[config.mk]
export PLATFORM = sky130hd
export DESIGN_NAME = crt_timing_core
export DESIGN_NICKNAME = d
export VERILOG_FILES = /design/src/rtl/crt_pkg.sv /design/src/rtl/crt_hgen.sv /design/src/rtl/crt_vgen.sv /design/src/rtl/crt_timing_core.sv
export SDC_FILE = /design/constraint.sdc
export NUM_CORES = 1
export LEC_CHECK = 0
export ABC_AREA = 1
export CORE_MARGIN = 2
export CORE_UTILIZATION = 35
export CTS_CLUSTER_SIZE = 14
export DETAILED_ROUTE_END_ITERATION = 16
export DONT_BUFFER_PORTS = 1
export SYNTH_ARGS = -nofsm -noshare
export SYNTH_HDL_FRONTEND = slang
export SYNTH_SLANG_ARGS = --single-unit
[constraint.sdc]
create_clock -name clk -period 1.65 [get_ports clk]
set_clock_uncertainty 0.05 [all_clocks]
set_input_delay 0.2475 -clock clk [delete_from_list [all_inputs] [get_ports clk]]
set_output_delay 0.2475 -clock clk [all_outputs]
set_load 0.05 [all_outputs]
[src/rtl/crt_pkg.sv]
package crt_pkg;

    localparam int HC_W_DEF  = 8;
    localparam int LC_W_DEF  = 10;
    localparam int RS_W_DEF  = 5;
    localparam int CR_W_DEF  = 8;
    localparam int AD_W_DEF  = 16;
    localparam int SKEW_DEF  = 3;
    localparam int HSE_W_DEF = 5;
    localparam int HBE_W_DEF = 6;
    localparam int VSE_W_DEF = 4;
    localparam int VBE_W_DEF = 8;

    // Horizontal flag pair held in one register.
    typedef struct packed {
        logic sync;
        logic blank;
    } hflags_t;

    // Vertical flag pair held in one register.
    typedef struct packed {
        logic sync;
        logic blank;
    } vflags_t;

    // What the vertical side does on a given clock.
    typedef enum logic [1:0] {
        VACT_HOLD = 2'd0,
        VACT_STEP = 2'd1,
        VACT_WRAP = 2'd2
    } vact_e;

    // Compare only the low n bits of two values.
    function automatic logic low_bits_eq(input logic [31:0] a,
                                         input logic [31:0] b,
                                         input int n);
        logic [31:0] mask;
        mask = (32'h1 << n) - 32'h1;
        return ((a ^ b) & mask) == 32'h0;
    endfunction

    // Set-priority flag update: a start match sets, an end match clears.
    function automatic logic flag_next(input logic cur,
                                       input logic hit_start,
                                       input logic hit_end);
        if (hit_start)    return 1'b1;
        else if (hit_end) return 1'b0;
        else              return cur;
    endfunction

endpackage

[src/rtl/crt_hgen.sv]
module crt_hgen
    import crt_pkg::*;
#(
    parameter int HC_W     = HC_W_DEF,
    parameter int HSE_W    = HSE_W_DEF,
    parameter int HBE_W    = HBE_W_DEF,
    parameter int SKEW_MAX = SKEW_DEF,
    parameter int SKEW_W   = $clog2(SKEW_MAX + 1)
) (
    input  logic              clk,
    input  logic              rst,
    input  logic [HC_W-1:0]   h_total,
    input  logic [HC_W-1:0]   h_disp_end,
    input  logic [HC_W-1:0]   h_blank_start,
    input  logic [HBE_W-1:0]  h_blank_end,
    input  logic [HC_W-1:0]   h_sync_start,
    input  logic [HSE_W-1:0]  h_sync_end,
    input  logic [SKEW_W-1:0] skew,
    output logic [HC_W-1:0]   hcount,
    output logic              hsync,
    output logic              hblank,
    output logic              hde,
    output logic              retrace_tick
);

    hflags_t           flags_q;
    logic              hit_total;
    logic              hit_ss;
    logic              hit_se;
    logic              hit_bs;
    logic              hit_be;
    logic [SKEW_MAX:0] de_pipe;

    assign hit_total = (hcount == h_total);
    assign hit_ss    = (hcount == h_sync_start);
    assign hit_bs    = (hcount == h_blank_start);
    assign hit_se    = low_bits_eq(32'(hcount), 32'(h_sync_end), HSE_W);
    assign hit_be    = low_bits_eq(32'(hcount), 32'(h_blank_end), HBE_W);

    always_ff @(posedge clk) begin
        if (rst) begin
            hcount  <= '0;
            flags_q <= '0;
        end else begin
            hcount        <= hit_total ? '0 : hcount + 1'b1;
            flags_q.sync  <= flag_next(flags_q.sync, hit_ss, hit_se);
            flags_q.blank <= flag_next(flags_q.blank, hit_bs, hit_be);
        end
    end

    assign hsync  = flags_q.sync;
    assign hblank = flags_q.blank;

    // A 0-to-1 step of hsync happens at the coming edge.
    assign retrace_tick = !rst && hit_ss && !flags_q.sync;

    // Skew pipeline for the display window.
    assign de_pipe[0] = (hcount < h_disp_end);

    generate
        for (genvar k = 1; k <= SKEW_MAX; k++) begin : g_skew
            always_ff @(posedge clk) begin
                if (rst) de_pipe[k] <= 1'b0;
                else     de_pipe[k] <= de_pipe[k-1];
            end
        end
    endgenerate

    always_comb begin
        hde = 1'b0;
        for (int i = 0; i <= SKEW_MAX; i++) begin
            if (32'(skew) == i) hde = de_pipe[i];
        end
    end


    hcount_step_chk: assert property (@(posedge clk) disable iff (rst)
        (hcount != '0) |-> (hcount == HC_W'($past(hcount) + 1'b1)));


    hsync_rise_chk: assert property (@(posedge clk) disable iff (rst)
        $rose(hsync) |-> ($past(hcount) == $past(h_sync_start)));

endmodule

[src/rtl/crt_vgen.sv]
module crt_vgen
    import crt_pkg::*;
#(
    parameter int LC_W  = LC_W_DEF,
    parameter int RS_W  = RS_W_DEF,
    parameter int CR_W  = CR_W_DEF,
    parameter int AD_W  = AD_W_DEF,
    parameter int VSE_W = VSE_W_DEF,
    parameter int VBE_W = VBE_W_DEF
) (
    input  logic              clk,
    input  logic              rst,
    input  logic              tick,
    input  logic [LC_W-1:0]   v_total,
    input  logic [LC_W-1:0]   v_disp_end,
    input  logic [LC_W-1:0]   v_blank_start,
    input  logic [VBE_W-1:0]  v_blank_end,
    input  logic [LC_W-1:0]   v_sync_start,
    input  logic [VSE_W-1:0]  v_sync_end,
    input  logic              half_rate,
    input  logic [RS_W-1:0]   row_max,
    input  logic [RS_W-1:0]   row_preset,
    input  logic [AD_W-1:0]   start_addr,
    output logic [LC_W-1:0]   line_cnt,
    output logic [RS_W-1:0]   row_scan,
    output logic [CR_W-1:0]   char_row,
    output logic [AD_W-1:0]   frame_addr,
    output logic              vsync,
    output logic              vblank,
    output logic              vde,
    output logic              adv
);

    vflags_t flags_q;
    logic    phase_q;
    vact_e   act;

    assign adv = tick && (!half_rate || phase_q);

    always_comb begin
        if (!adv)                      act = VACT_HOLD;
        else if (line_cnt == v_total)  act = VACT_WRAP;
        else                           act = VACT_STEP;
    end

    always_ff @(posedge clk) begin
        if (rst) begin
            line_cnt   <= '0;
            row_scan   <= '0;
            char_row   <= '0;
            frame_addr <= '0;
            phase_q    <= 1'b0;
        end else begin
            unique case (act)
                VACT_WRAP: begin
                    line_cnt   <= '0;
                    row_scan   <= row_preset;
                    char_row   <= '0;
                    frame_addr <= start_addr;
                    phase_q    <= 1'b0;
                end
                VACT_STEP: begin
                    line_cnt <= line_cnt + 1'b1;
                    phase_q  <= !phase_q;
                    if (row_scan == row_max) begin
                        row_scan <= '0;
                        char_row <= char_row + 1'b1;
                    end else begin
                        row_scan <= row_scan + 1'b1;
                    end
                end
                default: begin
                    if (tick) phase_q <= !phase_q;
                end
            endcase
        end
    end

    always_ff @(posedge clk) begin
        if (rst) begin
            flags_q <= '0;
        end else begin
            flags_q.sync  <= flag_next(flags_q.sync,
                                       line_cnt == v_sync_start,
                                       low_bits_eq(32'(line_cnt), 32'(v_sync_end), VSE_W));
            flags_q.blank <= flag_next(flags_q.blank,
                                       line_cnt == v_blank_start,
                                       low_bits_eq(32'(line_cnt), 32'(v_blank_end), VBE_W));
        end
    end

    assign vsync  = flags_q.sync;
    assign vblank = flags_q.blank;
    assign vde    = (line_cnt < v_disp_end);


    frame_load_chk: assert property (@(posedge clk) disable iff (rst)
        ($past(adv) && ($past(line_cnt) == $past(v_total)))
        |-> (row_scan == $past(row_preset)) && (frame_addr == $past(start_addr)));


    row_wrap_chk: assert property (@(posedge clk) disable iff (rst)
        ($past(adv) && ($past(row_scan) == $past(row_max)) && ($past(line_cnt) != $past(v_total)))
        |-> (row_scan == '0));


    vsync_fall_chk: assert property (@(posedge clk) disable iff (rst)
        $fell(vsync) |-> ($past(line_cnt[VSE_W-1:0]) == $past(v_sync_end)));

endmodule

[src/rtl/crt_timing_core.sv]
module crt_timing_core
    import crt_pkg::*;
#(
    parameter int HC_W     = HC_W_DEF,
    parameter int LC_W     = LC_W_DEF,
    parameter int RS_W     = RS_W_DEF,
    parameter int CR_W     = CR_W_DEF,
    parameter int AD_W     = AD_W_DEF,
    parameter int SKEW_MAX = SKEW_DEF,
    parameter int HSE_W    = HSE_W_DEF,
    parameter int HBE_W    = HBE_W_DEF,
    parameter int VSE_W    = VSE_W_DEF,
    parameter int VBE_W    = VBE_W_DEF,
    localparam int SKEW_W  = $clog2(SKEW_MAX + 1)
) (
    input  logic              clk,
    input  logic              rst,
    input  logic [HC_W-1:0]   h_total,
    input  logic [HC_W-1:0]   h_disp_end,
    input  logic [HC_W-1:0]   h_blank_start,
    input  logic [HBE_W-1:0]  h_blank_end,
    input  logic [HC_W-1:0]   h_sync_start,
    input  logic [HSE_W-1:0]  h_sync_end,
    input  logic [SKEW_W-1:0] disp_skew,
    input  logic [LC_W-1:0]   v_total,
    input  logic [LC_W-1:0]   v_disp_end,
    input  logic [LC_W-1:0]   v_blank_start,
    input  logic [VBE_W-1:0]  v_blank_end,
    input  logic [LC_W-1:0]   v_sync_start,
    input  logic [VSE_W-1:0]  v_sync_end,
    input  logic              vclk_half,
    input  logic [RS_W-1:0]   row_max,
    input  logic [RS_W-1:0]   row_preset,
    input  logic [AD_W-1:0]   start_addr,
    output logic [HC_W-1:0]   hcount,
    output logic [LC_W-1:0]   line_count,
    output logic [RS_W-1:0]   row_scan,
    output logic [CR_W-1:0]   char_row,
    output logic [AD_W-1:0]   frame_addr,
    output logic              hsync,
    output logic              vsync,
    output logic              blank,
    output logic              disp_en
);

    logic hblank;
    logic hde;
    logic tick;
    logic vblank;
    logic vde;
    logic adv;

    crt_hgen #(
        .HC_W(HC_W), .HSE_W(HSE_W), .HBE_W(HBE_W),
        .SKEW_MAX(SKEW_MAX), .SKEW_W(SKEW_W)
    ) u_h (
        .clk(clk), .rst(rst),
        .h_total(h_total), .h_disp_end(h_disp_end),
        .h_blank_start(h_blank_start), .h_blank_end(h_blank_end),
        .h_sync_start(h_sync_start), .h_sync_end(h_sync_end),
        .skew(disp_skew),
        .hcount(hcount), .hsync(hsync), .hblank(hblank),
        .hde(hde), .retrace_tick(tick)
    );

    crt_vgen #(
        .LC_W(LC_W), .RS_W(RS_W), .CR_W(CR_W), .AD_W(AD_W),
        .VSE_W(VSE_W), .VBE_W(VBE_W)
    ) u_v (
        .clk(clk), .rst(rst), .tick(tick),
        .v_total(v_total), .v_disp_end(v_disp_end),
        .v_blank_start(v_blank_start), .v_blank_end(v_blank_end),
        .v_sync_start(v_sync_start), .v_sync_end(v_sync_end),
        .half_rate(vclk_half), .row_max(row_max), .row_preset(row_preset),
        .start_addr(start_addr),
        .line_cnt(line_count), .row_scan(row_scan), .char_row(char_row),
        .frame_addr(frame_addr), .vsync(vsync), .vblank(vblank),
        .vde(vde), .adv(adv)
    );

    assign blank   = hblank | vblank;
    assign disp_en = hde & vde & ~vblank;


    line_on_retrace_chk: assert property (@(posedge clk) disable iff (rst)
        !$stable(line_count) |-> $past(adv));


    line_with_hsync_chk: assert property (@(posedge clk) disable iff (rst)
        !$stable(line_count) |-> $rose(hsync));


    de_vblank_chk: assert property (@(posedge clk) disable iff (rst)
        disp_en |-> !vblank);

endmodule

### Word level (Yosys, flattened, before mapping)

Cells that the tools add are included.

* bits in registers: 55
* input port bits: 126
* output and inout port bits: 51
* word-level logic and storage cells: 82

* $add $sub $neg: 4
* magnitude comparators: 2
* equality and inequality tests: 13
* muxes and demuxes: 21
* bitwise logic cells: 8
* reduce and logical (&&, ||, !) cells: 21

Operators by type and width (number)
* logical NOT 32 bit: 4
* == test 10 bit: 3
* == test 8 bit: 3
* one-hot mux 10 bit (2 select lines): 1
* adder 8 x 1 -> 8 bit (second input constant): 2
* one-hot mux 8 bit (2 select lines): 1
* two-way mux 1 bit: 13
* adder 10 x 1 -> 10 bit (second input constant): 1
* less-than comparator 10 bit: 1
* one-hot mux 5 bit (2 select lines): 1
* nonzero test 2 bit: 5
* less-than comparator 8 bit: 1
* two-way mux 8 bit: 1
* bitwise XOR 8 bit: 1
* == test 2 bit (second input constant): 3
* bitwise XOR 6 bit: 1
* adder 5 x 1 -> 5 bit (second input constant): 1
* == test 5 bit: 1
* two-way mux 5 bit: 1
* bitwise XOR 5 bit: 1
* == test 2 x 1 -> 1 bit (second input constant): 2
* logical NOT 1 bit: 4
* two-way mux 2 bit: 2
* bitwise XOR 4 bit: 1
* 11 further kinds: 14

### Depth between registers and ports, before layout

* word-level depth: 8
* mapped depth: 13
* gate-level depth less buffers: 11

### Modules after synthesis

From an unflattened synthesis, not the netlist that was laid out.

* cells, all modules: 621
* area, all modules: 4167.7 µm²

By module, submodules not included
* crt_vgen: instances 1, cells an instance 428, area each 2920.3 µm², seq. area each 840.8 µm²
* crt_hgen: instances 1, cells an instance 190, area each 1233.7 µm², seq. area each 260.2 µm²
* crt_timing_core: instances 1, cells an instance 3, area each 13.8 µm², seq. area each 0.0 µm²

### Worst setup path after synthesis

Ideal clock, no wire load.

* path type: register -> output
* from: register u_h.hcount[7]
* to: output port disp_en
* arrival time: 2.229 ns
* required time: 1.352 ns
* path slack: -0.876 ns
* stages on the path, launching flop included: 10
* path buffers: 0
* path through: dfxtp_1 > ha_1 > a21oi_1 > o21a_1 > nand2_1 > nand2_1 > nand2_1 > nand2_1 > nand2_1 > nor2_1

* word-level cells in the longest chain between the ends: 7

RTL lines
* start, declared: line crt_hgen.sv:19 `output logic [HC_W-1:0] hcount,`
* start signal, assigned: line crt_hgen.sv:45 `hcount <= hit_total ? '0 : hcount + 1'b1;`
* less-than comparator 8 bit: line crt_hgen.sv:58 `assign de_pipe[0] = (hcount < h_disp_end);`
* two-way mux 1 bit (4 in series): line crt_hgen.sv:72 `if (32'(skew) == i) hde = de_pipe[i];`
* AND 1 bit (2 in series): line crt_timing_core.sv:82 `assign disp_en = hde & vde & ~vblank;`
* end, declared: line crt_timing_core.sv:43 `output logic disp_en`

No other way between the ends.

### Worst setup path in the final report

* from: register u_h.hcount[3]
* to: output port disp_en

Same word-level chain as after synthesis.

==> qor.yml <==
outcome: "finished, violations left"
violations: "negative setup slack"
final_layout_size_suffix_gt1_frac: 0.396
coreArea_sq_um: 11400
crit_path_max_incr_delay_ns: 0.36
vias_per_cell: 5.05
setup_viol: 42
min-delay-start: "start_addr[6]"
firstDrtPassIters: 5
n_antenna_cell: 0
ant_nets: 0
r2r_end: "u_v.frame_addr[1]$_SDFFE_PP0P_"
yosysWarnings: 0
max_freq_mhz: 501
antenna_found_initial: 0
hold_path.class: "in2reg"
end_kind: "primary output"
grtUsageTotal: 0.207
dieArea_sq_um: 12400
finalHoldViolCount: 0
clk_pin_slew_worst_paths_ns: 0.08
path_buf_inv: 1
clock_path_buffers: 2
cts_buffers: 5
grt_max_degree: 22
critPathMostFrequentCell: "nand2_1"
crit_family: "simple AND/OR/NAND/NOR gates"
dp_cells: 808
reg2regPathDepth: 11
synth-seq-cells: 55
grt_pass1_vias: 4336
max-vdd-ir-drop_mv: 0.374
pwr_density_cell_nw_per_um2: 487
overflow: 0
wire_per_inst_um: 15.7
period_share: 1.21
place_congestion: 0.887
rows: 39
cp-start-kind: "register"
die_x_um: 112
fin_ws_ns: -0.345
insertion_delay_ns: 0.30
min_path_cells: 2
drv_slew: 0
drc: 0
crit_type: "reg2out"
synth_nets: 751
tightest_slew_ns: 1.09
die_h_um: 112
io_pins: 177
grt_pass1_wl_um: 20800
io_buffers: 0
p_leak_nw: 2.63
critPathSlowestCell: "dfxtp_4"
fin_area_sq_um: 5940
vias: 4250
synth.avg_cell_area_sq_um: 6.69
dp_hpwl_um: 9690
synth_area_sq_um: 4050
nets: 844
whs_ns: 0.00295
fin_crit_ns: 2.00
cts_tree: "done"
hold_end: "u_v.frame_addr[6]$_SDFFE_PP0P_"
layout_commonest_cell: "nand2_1"
cp.required_ns: 1.35
power_mw: 2.89
r2r_start: "u_h.hcount[3]$_SDFF_PP0_"
ys_top_cells_by_area: "dfxtp_1, nand2_1, nor2_1"
cts_root_buf: "clkbuf_16"
path_max_fanout: 2
synth_area_leader_cell: "dfxtp_1"
rsz0062_at_grt: "yes"
final_cell_mix: "nand2_1, buf_4, nor2_1"
postRouteWirelength_um: 13200
crit_chain: "ha_4, a21oi_2, o21ai_1, nand2_1, nand2_2, nand2_1, nand2_1, nand2_1, nand2_2, nor2_4, buf_12"
clkSinkCount: 55
area_growth_pct: 46.8
post-route-util: 0.523
synth_top_area_frac: 0.272
syn_inst: 605
arrival_ns: 1.70
relSlewSlack: 0.273
seq_area_frac_synth: 0.272
yosysUniqueCellTypes: 36
fillerInstances: 1066
floorplan.initialDensity: 0.356
r2r_slack_ns: -0.21
htreeDepth: 2
place_area_sq_um: 4870
instances_no_fill: 842
drtIter0Drc: 209
drv_cap: 0
## layer usage
layer / vias up / part of all wire / track usage
met3: 23 / 0.057 / 0.0490
met5: - / 0 / 0
met1: 1947 / 0.41 / 0.233
li1: 2119 / - / -
met2: 161 / 0.52 / 0.388
met4: 0 / 0.021 / 0.0568
## sequential cells by signal, indices dropped and copies added, names as in the netlist
name / flops
u_v.vsync: 1
u_h.hcount: 8
u_h.hblank: 1
u_h.hsync: 1
u_v.phase_q: 1
u_v.char_row: 8
u_v.row_scan: 5
u_v.frame_addr: 16
u_h.de_pipe: 3
u_v.vblank: 1
u_v.line_cnt: 10
## synth_stat cells, drive strengths merged
cell,instances
a31oi,1
inv,76
or2,11
ha,20
buf,17
xnor2,25
nor3b,4
a211oi,1
a221oi,1
nand4,16
nor4,7
nor2,98
o21ai,28
xor2,32
clkinv,1
nand3b,3
o22ai,2
nor3,9
clkbuf,4
nand3,35
o211ai,2
nand2,125
a21oi,30
o21a,2
dfxtp,55
## cell families (layout without fill, tap and decap cells)
group | Yosys count | after routing | synth area share
AOI/OAI and AO/OA | 67 | 67 | 0.0878
xor gates and xnor gates | 57 | 57 | 0.123
adders and majority gates | 20 | 20 | 0.0618
buffers and inverters | 98 | 192 | 0.112
DFF | 55 | 55 | 0.272
and+or+nand+nor | 308 | 308 | 0.343
## where the power goes
group	switching, mW	internal [mW]	leakage, nW
sequential	0.00916	1.31	0.461
clock	0.551	0.592	0.0782
combinational	0.241	0.186	2.09
total	0.802	2.09	2.63
## layout make-up
type / count / area (sq um) / share of cell area
Clock buffer: 5 / 125 / 0.0210
Clock inverter: 3 / 31.3 / 0.00526
Inverter: 77 / 334 / 0.0562
Multi-Input combinational cell: 452 / 3120 / 0.525
Sequential cell: 55 / 1170 / 0.197
Tap cell: 143 / 179 / 0.0301
Timing Repair Buffer: 104 / 927 / 0.156
Timing Repair inverter: 3 / 52.6 / 0.00884
## worst max path at each step
stage                                        end                     start  slack [ns]  cells past startpoint
floorplan                                disp_en  u_h.hcount[1]$_SDFF_PP0_       -0.13                     10
global placement                         disp_en  u_h.hcount[3]$_SDFF_PP0_       -0.13                     11
detailed placement  u_v.row_scan[4]$_SDFFE_PP0P_  u_h.hcount[3]$_SDFF_PP0_       -0.12                     11
CTS                                      disp_en  u_h.hcount[5]$_SDFF_PP0_       -0.34                     10
global route                             disp_en  u_h.hcount[3]$_SDFF_PP0_       -0.47                     11
finish                                   disp_en  u_h.hcount[3]$_SDFF_PP0_       -0.35                     11
## timing repair
item / in CTS / in global routing
cloned: 1 / 3
setup endpoints to repair: 40 / 53
buffers inserted: 16 / 5
hold buffers: 2 / 0
gates resized for setup: 88 / 86
pin swaps: 42 / 29
hold endpoints to repair: 22 / 0
## stage by stage
| step | TNS, ns | worst slack [ns] |
|---|---|---|
| floorplan | -2.04 | -0.125 |
| global placement | -0.802 | -0.127 |
| detailed placement | -2.25 | -0.119 |
| CTS | -9.56 | -0.340 |
| global route | -11.15 | -0.467 |
| finish | -7.33 | -0.345 |
(Power assumes the default switching activity.)
